$ cat src/rtl/bas_pkg.sv
package bas_pkg;
  localparam int unsigned BEAT_W = 2;

  typedef enum logic [2:0] {
    ACT_IDLE    = 3'd0,
    ACT_LOAD    = 3'd1,
    ACT_DESEL   = 3'd2,
    ACT_ADVANCE = 3'd3,
    ACT_HOLD    = 3'd4
  } bas_act_e;
endpackage

$ cat src/rtl/bas_decode.sv
module bas_decode
  import bas_pkg::*;
(
  input  logic     proc_stb_n,
  input  logic     ctrl_stb_n,
  input  logic     adv_n,
  input  logic     sel_lo_n,
  input  logic     sel_hi,
  input  logic     sel_aux_n,
  input  logic     active,
  output bas_act_e act
);
  logic full_sel;
  logic proc_live;
  logic ctrl_live;

  assign full_sel  = !sel_lo_n && sel_hi && !sel_aux_n;
  // processor strobe is masked by the primary select
  assign proc_live = !proc_stb_n && !sel_lo_n;
  // controller strobe is honoured with any select state
  assign ctrl_live = !ctrl_stb_n;

  always_comb begin
    if (proc_live || ctrl_live) begin
      act = full_sel ? ACT_LOAD : ACT_DESEL;
    end else if (active) begin
      act = adv_n ? ACT_HOLD : ACT_ADVANCE;
    end else begin
      act = ACT_IDLE;
    end
  end
endmodule

$ cat src/rtl/bas_burst_ctr.sv
module bas_burst_ctr
  import bas_pkg::*;
#(
  parameter int unsigned CW = BEAT_W
) (
  input  logic          clk,
  input  logic          rst_n,
  input  bas_act_e      act,
  input  logic [CW-1:0] start_bits,
  input  logic          interleave,
  output logic [CW-1:0] cnt,
  output logic [CW-1:0] low_bits
);
  localparam logic [CW-1:0] CNT_ONE = {{(CW-1){1'b0}}, 1'b1};
  localparam logic [CW-1:0] CNT_TOP = {CW{1'b1}};

  logic [CW-1:0] cnt_q;

  always_ff @(posedge clk or negedge rst_n) begin
    if (!rst_n) begin
      cnt_q <= '0;
    end else begin
      case (act)
        ACT_LOAD, ACT_DESEL: cnt_q <= '0;
        ACT_ADVANCE:         cnt_q <= cnt_q + CNT_ONE;
        default:             cnt_q <= cnt_q;
      endcase
    end
  end

  assign cnt = cnt_q;

  logic [CW-1:0] lin_bits;
  logic [CW-1:0] ilv_bits;

  assign lin_bits = start_bits + cnt_q;

  genvar gi;
  generate
    for (gi = 0; gi < CW; gi++) begin : g_ilv
      assign ilv_bits[gi] = start_bits[gi] ^ cnt_q[gi];
    end
  endgenerate

  assign low_bits = interleave ? ilv_bits : lin_bits;


  wrap_to_zero_chk: assert property (@(posedge clk) disable iff (!rst_n)
    (act == ACT_ADVANCE && cnt_q == CNT_TOP) |=> (cnt_q == '0));


  hold_keeps_cnt_chk: assert property (@(posedge clk) disable iff (!rst_n)
    (act == ACT_HOLD) |=> $stable(cnt_q));
endmodule

$ cat src/rtl/bas_base_reg.sv
module bas_base_reg
  import bas_pkg::*;
#(
  parameter int unsigned AW = 20
) (
  input  logic          clk,
  input  logic          rst_n,
  input  bas_act_e      act,
  input  logic [AW-1:0] addr_in,
  output logic [AW-1:0] base
);
  logic [AW-1:0] base_q;

  always_ff @(posedge clk or negedge rst_n) begin
    if (!rst_n) begin
      base_q <= '0;
    end else if (act == ACT_LOAD) begin
      base_q <= addr_in;
    end
  end

  assign base = base_q;


  base_only_on_load_chk: assert property (@(posedge clk) disable iff (!rst_n)
    (act != ACT_LOAD) |=> $stable(base_q));
endmodule

$ cat src/rtl/burst_addr_seq.sv
module burst_addr_seq
  import bas_pkg::*;
#(
  parameter int unsigned AW = 20
) (
  input  logic          clk,
  input  logic          rst_n,
  input  logic [AW-1:0] addr_in,
  input  logic          proc_stb_n,
  input  logic          ctrl_stb_n,
  input  logic          adv_n,
  input  logic          order_ilv,
  input  logic          sel_lo_n,
  input  logic          sel_hi,
  input  logic          sel_aux_n,
  output logic [AW-1:0] acc_addr,
  output logic          acc_selected,
  output logic [1:0]    burst_cnt
);
  localparam int unsigned CW = BEAT_W;

  bas_act_e      act;
  logic          sel_q;
  logic [AW-1:0] base;
  logic [CW-1:0] cnt;
  logic [CW-1:0] low_bits;

  bas_decode u_decode (
    .proc_stb_n (proc_stb_n),
    .ctrl_stb_n (ctrl_stb_n),
    .adv_n      (adv_n),
    .sel_lo_n   (sel_lo_n),
    .sel_hi     (sel_hi),
    .sel_aux_n  (sel_aux_n),
    .active     (sel_q),
    .act        (act)
  );

  bas_base_reg #(.AW(AW)) u_base (
    .clk     (clk),
    .rst_n   (rst_n),
    .act     (act),
    .addr_in (addr_in),
    .base    (base)
  );

  bas_burst_ctr #(.CW(CW)) u_ctr (
    .clk        (clk),
    .rst_n      (rst_n),
    .act        (act),
    .start_bits (base[CW-1:0]),
    .interleave (order_ilv),
    .cnt        (cnt),
    .low_bits   (low_bits)
  );

  always_ff @(posedge clk or negedge rst_n) begin
    if (!rst_n) begin
      sel_q <= 1'b0;
    end else if (act == ACT_LOAD) begin
      sel_q <= 1'b1;
    end else if (act == ACT_DESEL) begin
      sel_q <= 1'b0;
    end
  end

  assign acc_addr     = {base[AW-1:CW], low_bits};
  assign acc_selected = sel_q;
  assign burst_cnt    = cnt;


  load_starts_chk: assert property (@(posedge clk) disable iff (!rst_n)
    (!sel_lo_n && sel_hi && !sel_aux_n && (!proc_stb_n || !ctrl_stb_n))
    |=> (acc_selected && burst_cnt == 2'd0 && acc_addr == $past(addr_in)));


  desel_chk: assert property (@(posedge clk) disable iff (!rst_n)
    ((!sel_lo_n && !(sel_hi && !sel_aux_n) && (!proc_stb_n || !ctrl_stb_n)) ||
     (sel_lo_n && !ctrl_stb_n))
    |=> (!acc_selected && burst_cnt == 2'd0));


  advance_step_chk: assert property (@(posedge clk) disable iff (!rst_n)
    (acc_selected && ctrl_stb_n && (proc_stb_n || sel_lo_n) && !adv_n)
    |=> (burst_cnt == $past(burst_cnt) + 2'd1));


  upper_held_chk: assert property (@(posedge clk) disable iff (!rst_n)
    (ctrl_stb_n && (proc_stb_n || sel_lo_n))
    |=> $stable(acc_addr[AW-1:CW]));


  idle_stays_chk: assert property (@(posedge clk) disable iff (!rst_n)
    (!acc_selected && ctrl_stb_n && (proc_stb_n || sel_lo_n))
    |=> (!acc_selected && burst_cnt == 2'd0));
endmodule

$ cat config.mk
export PLATFORM = sky130hd
export DESIGN_NAME = burst_addr_seq
export DESIGN_NICKNAME = d
export VERILOG_FILES = /design/src/rtl/bas_pkg.sv /design/src/rtl/bas_decode.sv /design/src/rtl/bas_burst_ctr.sv /design/src/rtl/bas_base_reg.sv /design/src/rtl/burst_addr_seq.sv
export SDC_FILE = /design/constraint.sdc
export NUM_CORES = 1
export LEC_CHECK = 0
export ABC_AREA = 1
export BUFFER_PORTS_ARGS = -buffer_cell sky130_fd_sc_hd__buf_2
export CELL_PAD_IN_SITES_DETAIL_PLACEMENT = 0
export CELL_PAD_IN_SITES_GLOBAL_PLACEMENT = 2
export CORE_ASPECT_RATIO = 1.25
export CORE_UTILIZATION = 29
export CTS_BUF_LIST = sky130_fd_sc_hd__clkbuf_4
export CTS_CLUSTER_SIZE = 12
export DETAILED_ROUTE_END_ITERATION = 8
export GPL_ROUTABILITY_DRIVEN = 0
export GPL_TIMING_DRIVEN = 0
export PLACE_DENSITY = 0.88
export SKIP_LAST_GASP = 1
export SLEW_MARGIN = 20
export SYNTH_ARGS = -nofsm -noshare
export SYNTH_HDL_FRONTEND = slang
export SYNTH_SLANG_ARGS = --single-unit
$ cat constraint.sdc
create_clock -name clk -period 1.45 [get_ports clk]
set_input_delay 0.2175 -clock clk [delete_from_list [all_inputs] [get_ports clk]]
set_output_delay 0.2175 -clock clk [all_outputs]
set_load 0.005 [all_outputs]
# After elaboration in Yosys (flattened, before gate mapping)
# Cells that the tools add are included.
[classes]
n_eq_ne = 3
n_reduce_logical = 11
n_addsub = 2
bitwise_logic = 2
mux = 8
[op_table]
columns = ["op", "n"]
rows = [
  ["3-bit 2-to-1 mux", 3],
  ["3-bit by 2-bit equality test with 1-bit output (second input constant)", 2],
  ["1-bit zero test", 4],
  ["2-bit 2-to-1 mux", 2],
  ["2-bit case mux with 2 select lines", 1],
  ["2-bit nonzero test", 2],
  ["3-bit by 1-bit equality test with 1-bit output (second input constant)", 1],
  ["1-bit logical AND", 3],
  ["2-bit by 1-bit adder with 2-bit output (second input constant)", 1],
  ["2-bit adder", 1],
  ["1-bit 2-to-1 mux", 2],
  ["2-bit OR reduction", 1],
  ["1-bit bitwise XOR", 2],
  ["1-bit logical OR", 1],
]
[totals]
elab_cells = 29
reg_bits = 23
out_inout_bits = 23
in_bits = 29

# Logic depth before layout (Yosys ltp)
# Gate-level depths: netlist (run 1).
[logic_depth]
word_depth = 8
depth_mapped = 7
mapped_depth_nobuf = 6

# By module
# A second synthesis (run 1) with hierarchy kept.
[hier_totals]
cells_unflattened = 144
hier_area_um2 = 1126.1
[by_module_without_submodules]
columns = ["mod", "cells_per_inst", "seq_area_each_um2", "instances", "area_per_inst_um2"]
rows = [
  ["bas_base_reg", 91, 500.5, 1, 833.3],
  ["bas_burst_ctr", 29, 50.0, 1, 167.7],
  ["bas_decode", 16, 0.0, 1, 72.6],
  ["burst_addr_seq", 8, 25.0, 1, 52.6],
]

# Worst setup path after synthesis (run 1)
# OpenSTA, ideal clock, no wires.
[synth_timing]
path_type = "register -> output"
startpoint = "register u_ctr.cnt_q[0], in the netlist u_ctr.cnt[0]"
endpoint = "output acc_addr[1]"
path_buffers = 0
arrival_time_ps = 811
t_required_ps = 1233
slack_ps = 421
stages_incl_launch_ff = 6
path_cell_list = "dfrtp_1 ha_1 nand2_1 nand2_1 nand2_1 inv_1"
[synth_via]
elab_chain_len = 2
[synth_lines]
columns = ["element", "line", "text"]
rows = [
  ["start, declared", "bas_burst_ctr.sv:17", "logic [CW-1:0] cnt_q;"],
  ["start signal, assigned", "bas_burst_ctr.sv:25", "ACT_ADVANCE: cnt_q <= cnt_q + CNT_ONE;"],
  ["start signal, assigned", "bas_burst_ctr.sv:26", "default: cnt_q <= cnt_q;"],
  ["2-bit adder", "bas_burst_ctr.sv:36", "assign lin_bits = start_bits + cnt_q;"],
  ["2-bit 2-to-1 mux", "bas_burst_ctr.sv:45", "assign low_bits = interleave ? ilv_bits : lin_bits;"],
  ["end, declared", "burst_addr_seq.sv:16", "output logic [AW-1:0] acc_addr,"],
]
# No other way between the ends.

# Worst setup path in the final report (run 1)
# Ends and elaborated chain as after synthesis.

==> impl_metrics.ini, run 1 <==
[outcome]
status = complete, no violations

[placement]
dpl_cell_area_sq_um = 1500
dp_hpwl_um = 1900
place_ws_ps = 258
dp_cells = 241
io_buffers = 51

[sta]
worst_slack_ps = 28.0
fin_crit_ps = 1420
timing.fmax_ghz = 0.703
final-max-slew-violation-count = 0
finalSetupViolCount = 0
skew_ps = 0.370
setup_tns_ps = 0
period_share_pct = 98.1
slew_headroom_pct = 66.0
rsz0062_at_grt = yes
finalHoldViolations = 0
holdWs_ps = 135
worst_pin_slew_ps = 510

[synthesis]
synth_simple_gate_area_share_pct = 29.3
ys_warn_count = 0
ys_top_cells_by_area = dfrtp_1 49%, nand2_1 16%, buf_4 12%, nand3_1 8.9%, buf_6 4.8%
ys_seq_elements = 23
postSynthAreaPerCell_sq_um = 8.68
synth_mux_area_share_pct = 0
syn_nets = 166
synth_compound_area_share_pct = 1.80
synthAdderAreaFrac_pct = 1.06
synthDistinctLibCells = 15
synth_top_family_by_area = simple AND/OR/NAND/NOR gates
yosysTopAreaCell = dfrtp_1
syn_area_sq_um = 1180
yosysTopAreaCellShare_pct = 48.8
syn_inst = 136
synth-seq-area-share_pct = 48.8
synth_xor_area_share_pct = 0

[cells_and_area]
finish.instance_area_sq_um = 1560
area_growth_pct = 32.0
nets = 225
post_layout_nonfiller_instances = 248
layout-drive-gt1-share_pct = 45.4
finish.utilization_pct = 40.5
diodes = 0

[route]
vias = 1036
detail_route.iter0.violations = 38
drc_errors = 0
ant_nets = 0
firstDrtPassIters = 2
drt-wirelength-per-cell_um = 10.0
drt-vias-per-instance = 4.18
drt_wl_total_um = 2490

[critical_path]
start_kind = register
crit_fanout = 2
arrival_ps = 1200
cp.required_ps = 1230
cp-end-kind = output port
path_class = reg2out

[pwr]
p_total_mw = 1.58
p_per_area_nw_per_um2 = 1010
ir_worst_vdd_mv = 0.450
p_leak_nw = 0.930

[floorplanning]
die_area_sq_um = 4330
num_rows = 25
die_h_um = 73.3
dieWidth_um = 59.1
io_pins = 52
initial_core_util_pct = 30.7
core_area_sq_um = 3850

[worst_hold_path]
hp-class = in2reg

[global_route]
globalRouteOverflowTotal = 0
antenna_found_initial = 0
grt_max_degree = 24
grtUsageTotal_pct = 12.9
grt_pass1_vias = 1044
grt_pass1_wl_um = 4320

[clocking]
path_clk_slew_ps = 120
cts_tree = done
htreeDepth = 1
cts_made_buffers = 3
clock_latency_ps = 300
cts_buffer_depth = 2
clock_sinks = 23
cts-root-buf = clkbuf_4

[flow_run]
maxCapViolCount = 0
[cells by family after synthesis]
kind of cell | Yosys count
buf+inv | 31
simple gates | 79
fa+ha+maj | 1
flops | 23
compound gates | 2
[final timing paths]
kind	cells past startpoint	end	slack [ps]	from
worst max-delay path	6	acc_addr[1]	30	u_ctr.cnt[0]
worst min-delay path	3	u_base.base[14]	140	addr_in[14]
worst max register to register	5	u_ctr.cnt[1]	570	u_ctr.cnt[0]
worst min register to register	2	u_base.base[17]	490	u_base.base[17]
max in group asynchronous	2	u_base.base[4]	700	rst_n
min in group asynchronous	2	u_base.base[0]	390	rst_n
[cells in the mapped netlist]
master   count
nand2_1     51
dfrtp_1     23
nand3_1     21
buf_4       19
inv_1        6
buf_6        5
nand4_1      2
nor2_1       2
a21oi_1      1
ha_1         1
inv_2        1
nand2_2      1
nand2_4      1
nor2_4       1
o21ai_4      1
[state kept, by name, summed over array words and instances, names as in the netlist]
signal / count
acc_selected: 1
u_base.base: 20
u_ctr.cnt: 2
[worst max-delay path, stage by stage, from the launching register on]
cell and delay (ps):
dfrtp_1 410, ha_2 190, nand2_1 50, nand2_1 50
nand2_1 50, inv_1 30, buf_2 110
[cell usage in the layout, fill, tap and decap left out]
| cell type | n |
|---|---|
| a21oi_1 | 1 |
| buf_2 | 51 |
| buf_6 | 5 |
| dlygate4sd3_1 | 1 |
| inv_1 | 5 |
| nand2_2 | 1 |
| nor2_4 | 1 |
| nor2_1 | 2 |
| nand2_1 | 51 |
| ha_2 | 1 |
| nand2_4 | 1 |
| buf_4 | 21 |
| clkbuf_4 | 3 |
| dfrtp_1 | 23 |
| clkinv_2 | 1 |
| o21ai_4 | 1 |
| nand4_1 | 2 |
| inv_2 | 2 |
| nand3_1 | 21 |
[per-layer routing]
metal | up-vias | global-route usage, % | share of wire, % | routed length [um]
li1 | 522 | - | - | -
met1 | 476 | 16.6 | 47 | 1160
met2 | 38 | 22.0 | 47 | 1180
met3 | 0 | 1.94 | 5.9 | 146
met4 | 0 | 4.23 | 0 | 0
met5 | - | 0 | 0 | 0
[what timing repair did]
item,in CTS,in global routing
setup buffers,1,1
pin swaps,2,3
hold endpoints to repair,23,0
gates resized for setup,1,1
setup endpoints to repair,1,1
hold buffers,1,0
[power breakdown]
part	internal, mW	total (mW)	switching [mW]
sequential	0.751	0.814	0.0633
clock	0.103	0.288	0.185
combinational	0.284	0.478	0.194
[cell type report]
cell class,instances,area [sq um]
Fill cell,418,2290
Sequential cell,23,576
Multi-Input combinational cell,82,382
Timing Repair Buffer,54,280
Buffer,24,199
Tap cell,54,67.6
Inverter,7,26.3
Clock buffer,3,22.5
Clock inverter,1,5.00
No activity file was read; power rests on OpenSTA's default activity.
==> run 2, diff against run 1 <==
--- a/config.mk
+++ b/config.mk
@@ -10,6 +10,7 @@
 export CELL_PAD_IN_SITES_DETAIL_PLACEMENT = 0
 export CELL_PAD_IN_SITES_GLOBAL_PLACEMENT = 2
 export CORE_ASPECT_RATIO = 1.25
+export CORE_MARGIN = 3
 export CORE_UTILIZATION = 29
 export CTS_BUF_LIST = sky130_fd_sc_hd__clkbuf_4
 export CTS_CLUSTER_SIZE = 12
==> run 2 against run 1 <==
Setup slack improved by 18 ps. First-iteration DRC count rose by 58%. Clock power barely moved. Power hardly changed. Clock skew is essentially flat. Die area increased by 13%. Combinational power barely moved. Maximum frequency up 1.3%. Critical path depth stayed put. Critical path type unchanged. Critical endpoint unchanged.
==> impl_metrics.ini, run 2 (synthesized netlist as in run 1, its figures left out) <==
[cells_and_area]
finish.utilization_pct = 40.5
diodes = 0
final_cell_mix = 51 x nand2_1, 51 x buf_2, 23 x dfrtp_1
nets = 225
post_layout_nonfiller_instances = 248
largest_reg_flops = 20
layout-drive-gt1-share_pct = 45.4
area_growth_pct = 32.0

[global_route]
antenna_found_initial = 0
use_met1_pct = 14.4
grt_pass1_vias = 1011
top_usage_layer = met2
grtUsageTotal_pct = 11.0
use_met2_pct = 18.6
globalRouteOverflowTotal = 0
gr-usage-met3_pct = 2.20
grt_pass1_wl_um = 4470
grt_max_degree = 24

[clocking]
clock_latency_ps = 300
path_clk_slew_ps = 130
cts_tree = done
cts_buffer_depth = 2
clock_sinks = 23
htreeDepth = 1
cts_made_buffers = 3
cts-root-buf = clkbuf_4

[pwr]
clock_power_share_pct = 18.2
ir_worst_vdd_mv = 0.412
power.switching_mw = 0.444
swShare_pct = 28.1
p_leak_nw = 0.930
p_per_area_nw_per_um2 = 1020
pwr-share-comb_pct = 30.3
p_int_mw = 1.14
power_frac_seq_pct = 51.5

[critical_path]
r2r_slack_ps = 560
cp-end-kind = output port
cp.required_ps = 1230
crit_fanout = 2
arrival_ps = 1190
path_class = reg2out
start_kind = register

[floorplanning]
io_pins = 52
dieWidth_um = 63.1
num_rows = 25
initial_core_util_pct = 30.7
core_area_sq_um = 3850
die_area_sq_um = 4870
die_h_um = 77.3

[sta]
finalHoldViolations = 0
slew_headroom_pct = 65.3
period_share_pct = 96.8
fin_crit_ps = 1400
finalSetupViolCount = 0
rsz0062_at_grt = yes
holdWs_ps = 134
final-max-slew-violation-count = 0
timing.fmax_ghz = 0.712
skew_ps = 0.432
worst_pin_slew_ps = 521

[route]
drt-vias-per-instance = 4.15
drt-wirelength-per-cell_um = 10.4
drc_errors = 0
ant_nets = 0
detail_route.iter0.violations = 60
firstDrtPassIters = 4
drt_wl_total_um = 2580
vias = 1029

[outcome]
status = complete, no violations

[placement]
dp_hpwl_um = 2000
dp_cells = 241
io_buffers = 51

[flow_run]
maxCapViolCount = 0

[worst_hold_path]
hp-class = in2reg
[run 2: cell counts in the layout (fill, tap and decap cells not counted)]
Identical to the previous run, type by type.
[run 2: what timing repair did]
action,4_1_cts,5_1_grt
endpoints found under the setup margin,1,1
resized for setup,1,1
hold endpoints to repair,23,0
buffers inserted,1,1
pin swaps,0,4
hold buffers,1,0
[run 2: metrics by stage]
step / setup TNS, ps / power (mW) / worst slack [ps] / area [sq um]
final: 0 / 1.58 / 46.2 / 1560
after global routing: -27.2 / 1.71 / -27.2 / 1560
after detailed placement: 0 / 1.31 / 296 / 1500
after global placement: 0 / 1.30 / 305 / 1500
after floorplan: 0 / 1.11 / 421 / 1180
after CTS: 0 / 1.61 / 5.64 / 1550
[run 2: critical path, stage by stage (launching register included)]
cell and delay, ps:
dfrtp_1 410, ha_2 190, nand2_1 50, nand2_1 40
nand2_1 50, inv_1 30, buf_2 110
[run 2: path summary, 6_finish.rpt]
path                                        end  depth (start not counted)      startpoint
worst max register to register     u_ctr.cnt[1]                          5    u_ctr.cnt[0]
max in group asynchronous       u_base.base[11]                          2           rst_n
min in group asynchronous        u_base.base[0]                          2           rst_n
worst max-delay path                acc_addr[1]                          6  u_base.base[0]
worst min register to register   u_base.base[6]                          2  u_base.base[6]
worst min-delay path             u_base.base[9]                          3      addr_in[9]
[run 2: routing by layer]
layer / wire length [um] / share of wire [%]
met5: 0 / 0
met4: 0 / 0
met3: 214 / 8.3
met2: 1200 / 47
met1: 1160 / 45
[run 2: area by class of cell]
type	count	area, sq um
Buffer	24	199
Clock buffer	3	22.5
Clock inverter	1	5.00
Fill cell	411	2290
Inverter	7	26.3
Multi-Input combinational cell	82	382
Sequential cell	23	576
Tap cell	54	67.6
Timing Repair Buffer	54	280
[run 2: power by group through the flow]
| stage | logic [mW] | clock network [mW] | registers (mW) |
|---|---|---|---|
| final | 0.479 | 0.288 | 0.814 |
| after floorplan | 0.297 | 0 | 0.810 |
| after CTS | 0.490 | 0.308 | 0.816 |
| after global routing | 0.543 | 0.336 | 0.830 |
| after detailed placement | 0.485 | 0 | 0.827 |
| after global placement | 0.480 | 0 | 0.822 |
==> run 3, diff against run 2 <==
--- a/config.mk
+++ b/config.mk
@@ -11,13 +11,13 @@
 export CELL_PAD_IN_SITES_GLOBAL_PLACEMENT = 2
 export CORE_ASPECT_RATIO = 1.25
 export CORE_MARGIN = 3
-export CORE_UTILIZATION = 29
+export CORE_UTILIZATION = 27
 export CTS_BUF_LIST = sky130_fd_sc_hd__clkbuf_4
 export CTS_CLUSTER_SIZE = 12
 export DETAILED_ROUTE_END_ITERATION = 8
 export GPL_ROUTABILITY_DRIVEN = 0
 export GPL_TIMING_DRIVEN = 0
-export PLACE_DENSITY = 0.88
+export PLACE_DENSITY = 0.83
 export SKIP_LAST_GASP = 1
 export SLEW_MARGIN = 20
 export SYNTH_ARGS = -nofsm -noshare
==> constraint.sdc (replaced) <==
create_clock -name clk -period 1.3 [get_ports clk]
set_input_delay 0.195 -clock clk [delete_from_list [all_inputs] [get_ports clk]]
set_output_delay 0.195 -clock clk [all_outputs]
set_load 0.005 [all_outputs]
==> run 3 against run 2 <==
Non-clock buffer count increased by 3. Clock-buffer cell count did not move. Power rose by 14%. Sequential cell count did not move. Hold slack got worse by 19 ps. Global-route usage is 0.38 points lower. First-iteration DRC count decreased by 72%. Cell count up 2.0%. Sequential power is 12% higher. Wire length grew 4.5%. Clock power rose by 10%. The run now ends with negative setup slack left.
==> impl_metrics.ini, run 3 (synthesized netlist as in run 1, its figures left out) <==
[critical_path]
start_kind = register
rr_worst_depth = 5
crit_fanout = 2
arrival_ps = 1200
r2r_slack_ps = 370
cp-end-kind = output port
path_class = reg2out
worst_r2r_endpoint = u_ctr.cnt[1]
crit_slowest_cell = dfrtp_1
path_cells = ha_4 -> nand2_2 -> nand2_2 -> nand2_1 -> inv_1 -> buf_2
r2r-start = u_ctr.cnt[0]
crit_top_cell = nand2_2
cp.required_ps = 1110
slowest_delay_ps = 440

[cells_and_area]
final_cell_mix = 50 x buf_2, 47 x nand2_1, 24 x buf_4
largest_reg_flops = 20
finish.instance_area_sq_um = 1610
diodes = 0
final_common_cell = buf_2
area_growth_pct = 36.4
fillers = 465
post_layout_nonfiller_instances = 253
multiInputGateArea_sq_um = 402
nets = 228
layout-drive-gt1-share_pct = 48.2
finish.utilization_pct = 38.6
seqCellArea_sq_um = 576

[placement]
dp_cells = 243
dp_hpwl_um = 2030
dpl_cell_area_sq_um = 1510
io_buffers = 51
place_ws_ps = 157

[global_route]
globalRouteOverflowTotal = 0
grtUsageTotal_pct = 10.6
antenna_found_initial = 0
grt_pass1_vias = 1083
grt_max_degree = 24
grt_pass1_wl_um = 4490

[route]
drc_errors = 0
drt_wl_total_um = 2700
drt-vias-per-instance = 4.07
drt-wirelength-per-cell_um = 10.7
firstDrtPassIters = 3
detail_route.iter0.violations = 17
ant_nets = 0
vias = 1030

[clocking]
cts-root-buf = clkbuf_4
htreeDepth = 1
cts_buffer_depth = 2
cts_made_buffers = 3
clock_sinks = 23
clock_latency_ps = 300
path_clk_slew_ps = 120
cts_tree = done

[sta]
skew_ps = 0.265
finalSetupViolCount = 1
fin_crit_ps = 1400
final-max-slew-violation-count = 0
worst_slack_ps = -95.4
timing.fmax_ghz = 0.717
worst_pin_slew_ps = 514
period_share_pct = 107
rsz0062_at_grt = yes
finalHoldViolations = 0
slew_headroom_pct = 65.7

[flow_run]
maxCapViolCount = 0

[floorplanning]
io_pins = 52
num_rows = 26
initial_core_util_pct = 28.3
die_area_sq_um = 5200
die_h_um = 79.9
dieWidth_um = 65.1
core_area_sq_um = 4160

[pwr]
p_leak_nw = 0.947
ir_worst_vdd_mv = 0.468
p_per_area_nw_per_um2 = 1120

[worst_hold_path]
holdPathEnd = u_base.base[16]
worstHoldStart = addr_in[16]
hp-class = in2reg
holdPathStages = 3

[outcome]
status = finished with violations
failed_checks = negative setup slack
-- run 3: metrics by stage --
stage	TNS [ps]	hold WS, ps	total power, mW
after CTS	-128	104	1.80
after floorplan	0	-101	1.24
after global placement	0	196	1.45
after detailed placement	0	202	1.46
final	-95.4	115	1.80
after global routing	-239	104	1.95
-- run 3: how the worst max path moves through the flow --
stage | start | cells after the start | end
5_1_grt | u_ctr.cnt[0] | 6 | acc_addr[1]
6_report | u_ctr.cnt[0] | 6 | acc_addr[1]
4_1_cts | u_ctr.cnt[1] | 7 | acc_addr[1]
3_3_place_gp | u_ctr.cnt[0] | 6 | acc_addr[1]
2_1_floorplan | u_ctr.cnt[0] | 5 | acc_addr[1]
3_5_place_dp | u_ctr.cnt[0] | 6 | acc_addr[1]
-- run 3: final cells by class --
class	instances	share of cell area, %
clock buffers	3	1.40
clock inverters	1	0.311
inverters	7	1.63
flip-flops and latches	23	35.8
repair buffers	57	19.2
plain buffers	24	12.4
multi-input cells	82	25.0
well taps	56	4.35
-- run 3: critical path: cells and delay by family (launching register included) --
family / cells / cell delay (ps)
DFF: 1 / 440
and+or+nand+nor: 3 / 130
buffers and inverters: 2 / 140
adders and majority gates: 1 / 180
-- run 3: layer usage --
layer | GRT usage [%] | up-vias | share of wire [%]
li1 | - | 527 | -
met1 | 12.6 | 466 | 41
met2 | 19.3 | 37 | 50
met3 | 2.82 | 0 | 8.6
met4 | 1.87 | 0 | 0
met5 | 0 | - | 0
-- run 3: report_power, final --
part	leakage (nW)	internal, mW	switching [mW]	total (mW)
logic	0.638	0.341	0.227	0.567
registers	0.292	0.837	0.0745	0.912
clock network	0.0177	0.115	0.203	0.318
-- run 3: what timing repair did --
action                                  4_1_cts  5_1_grt
hold buffers                                  1        0
resized for setup                             1        7
setup buffers                                 4        1
hold endpoints to repair                     23        0
endpoints found under the setup margin        2        2
pin swaps                                     2        3
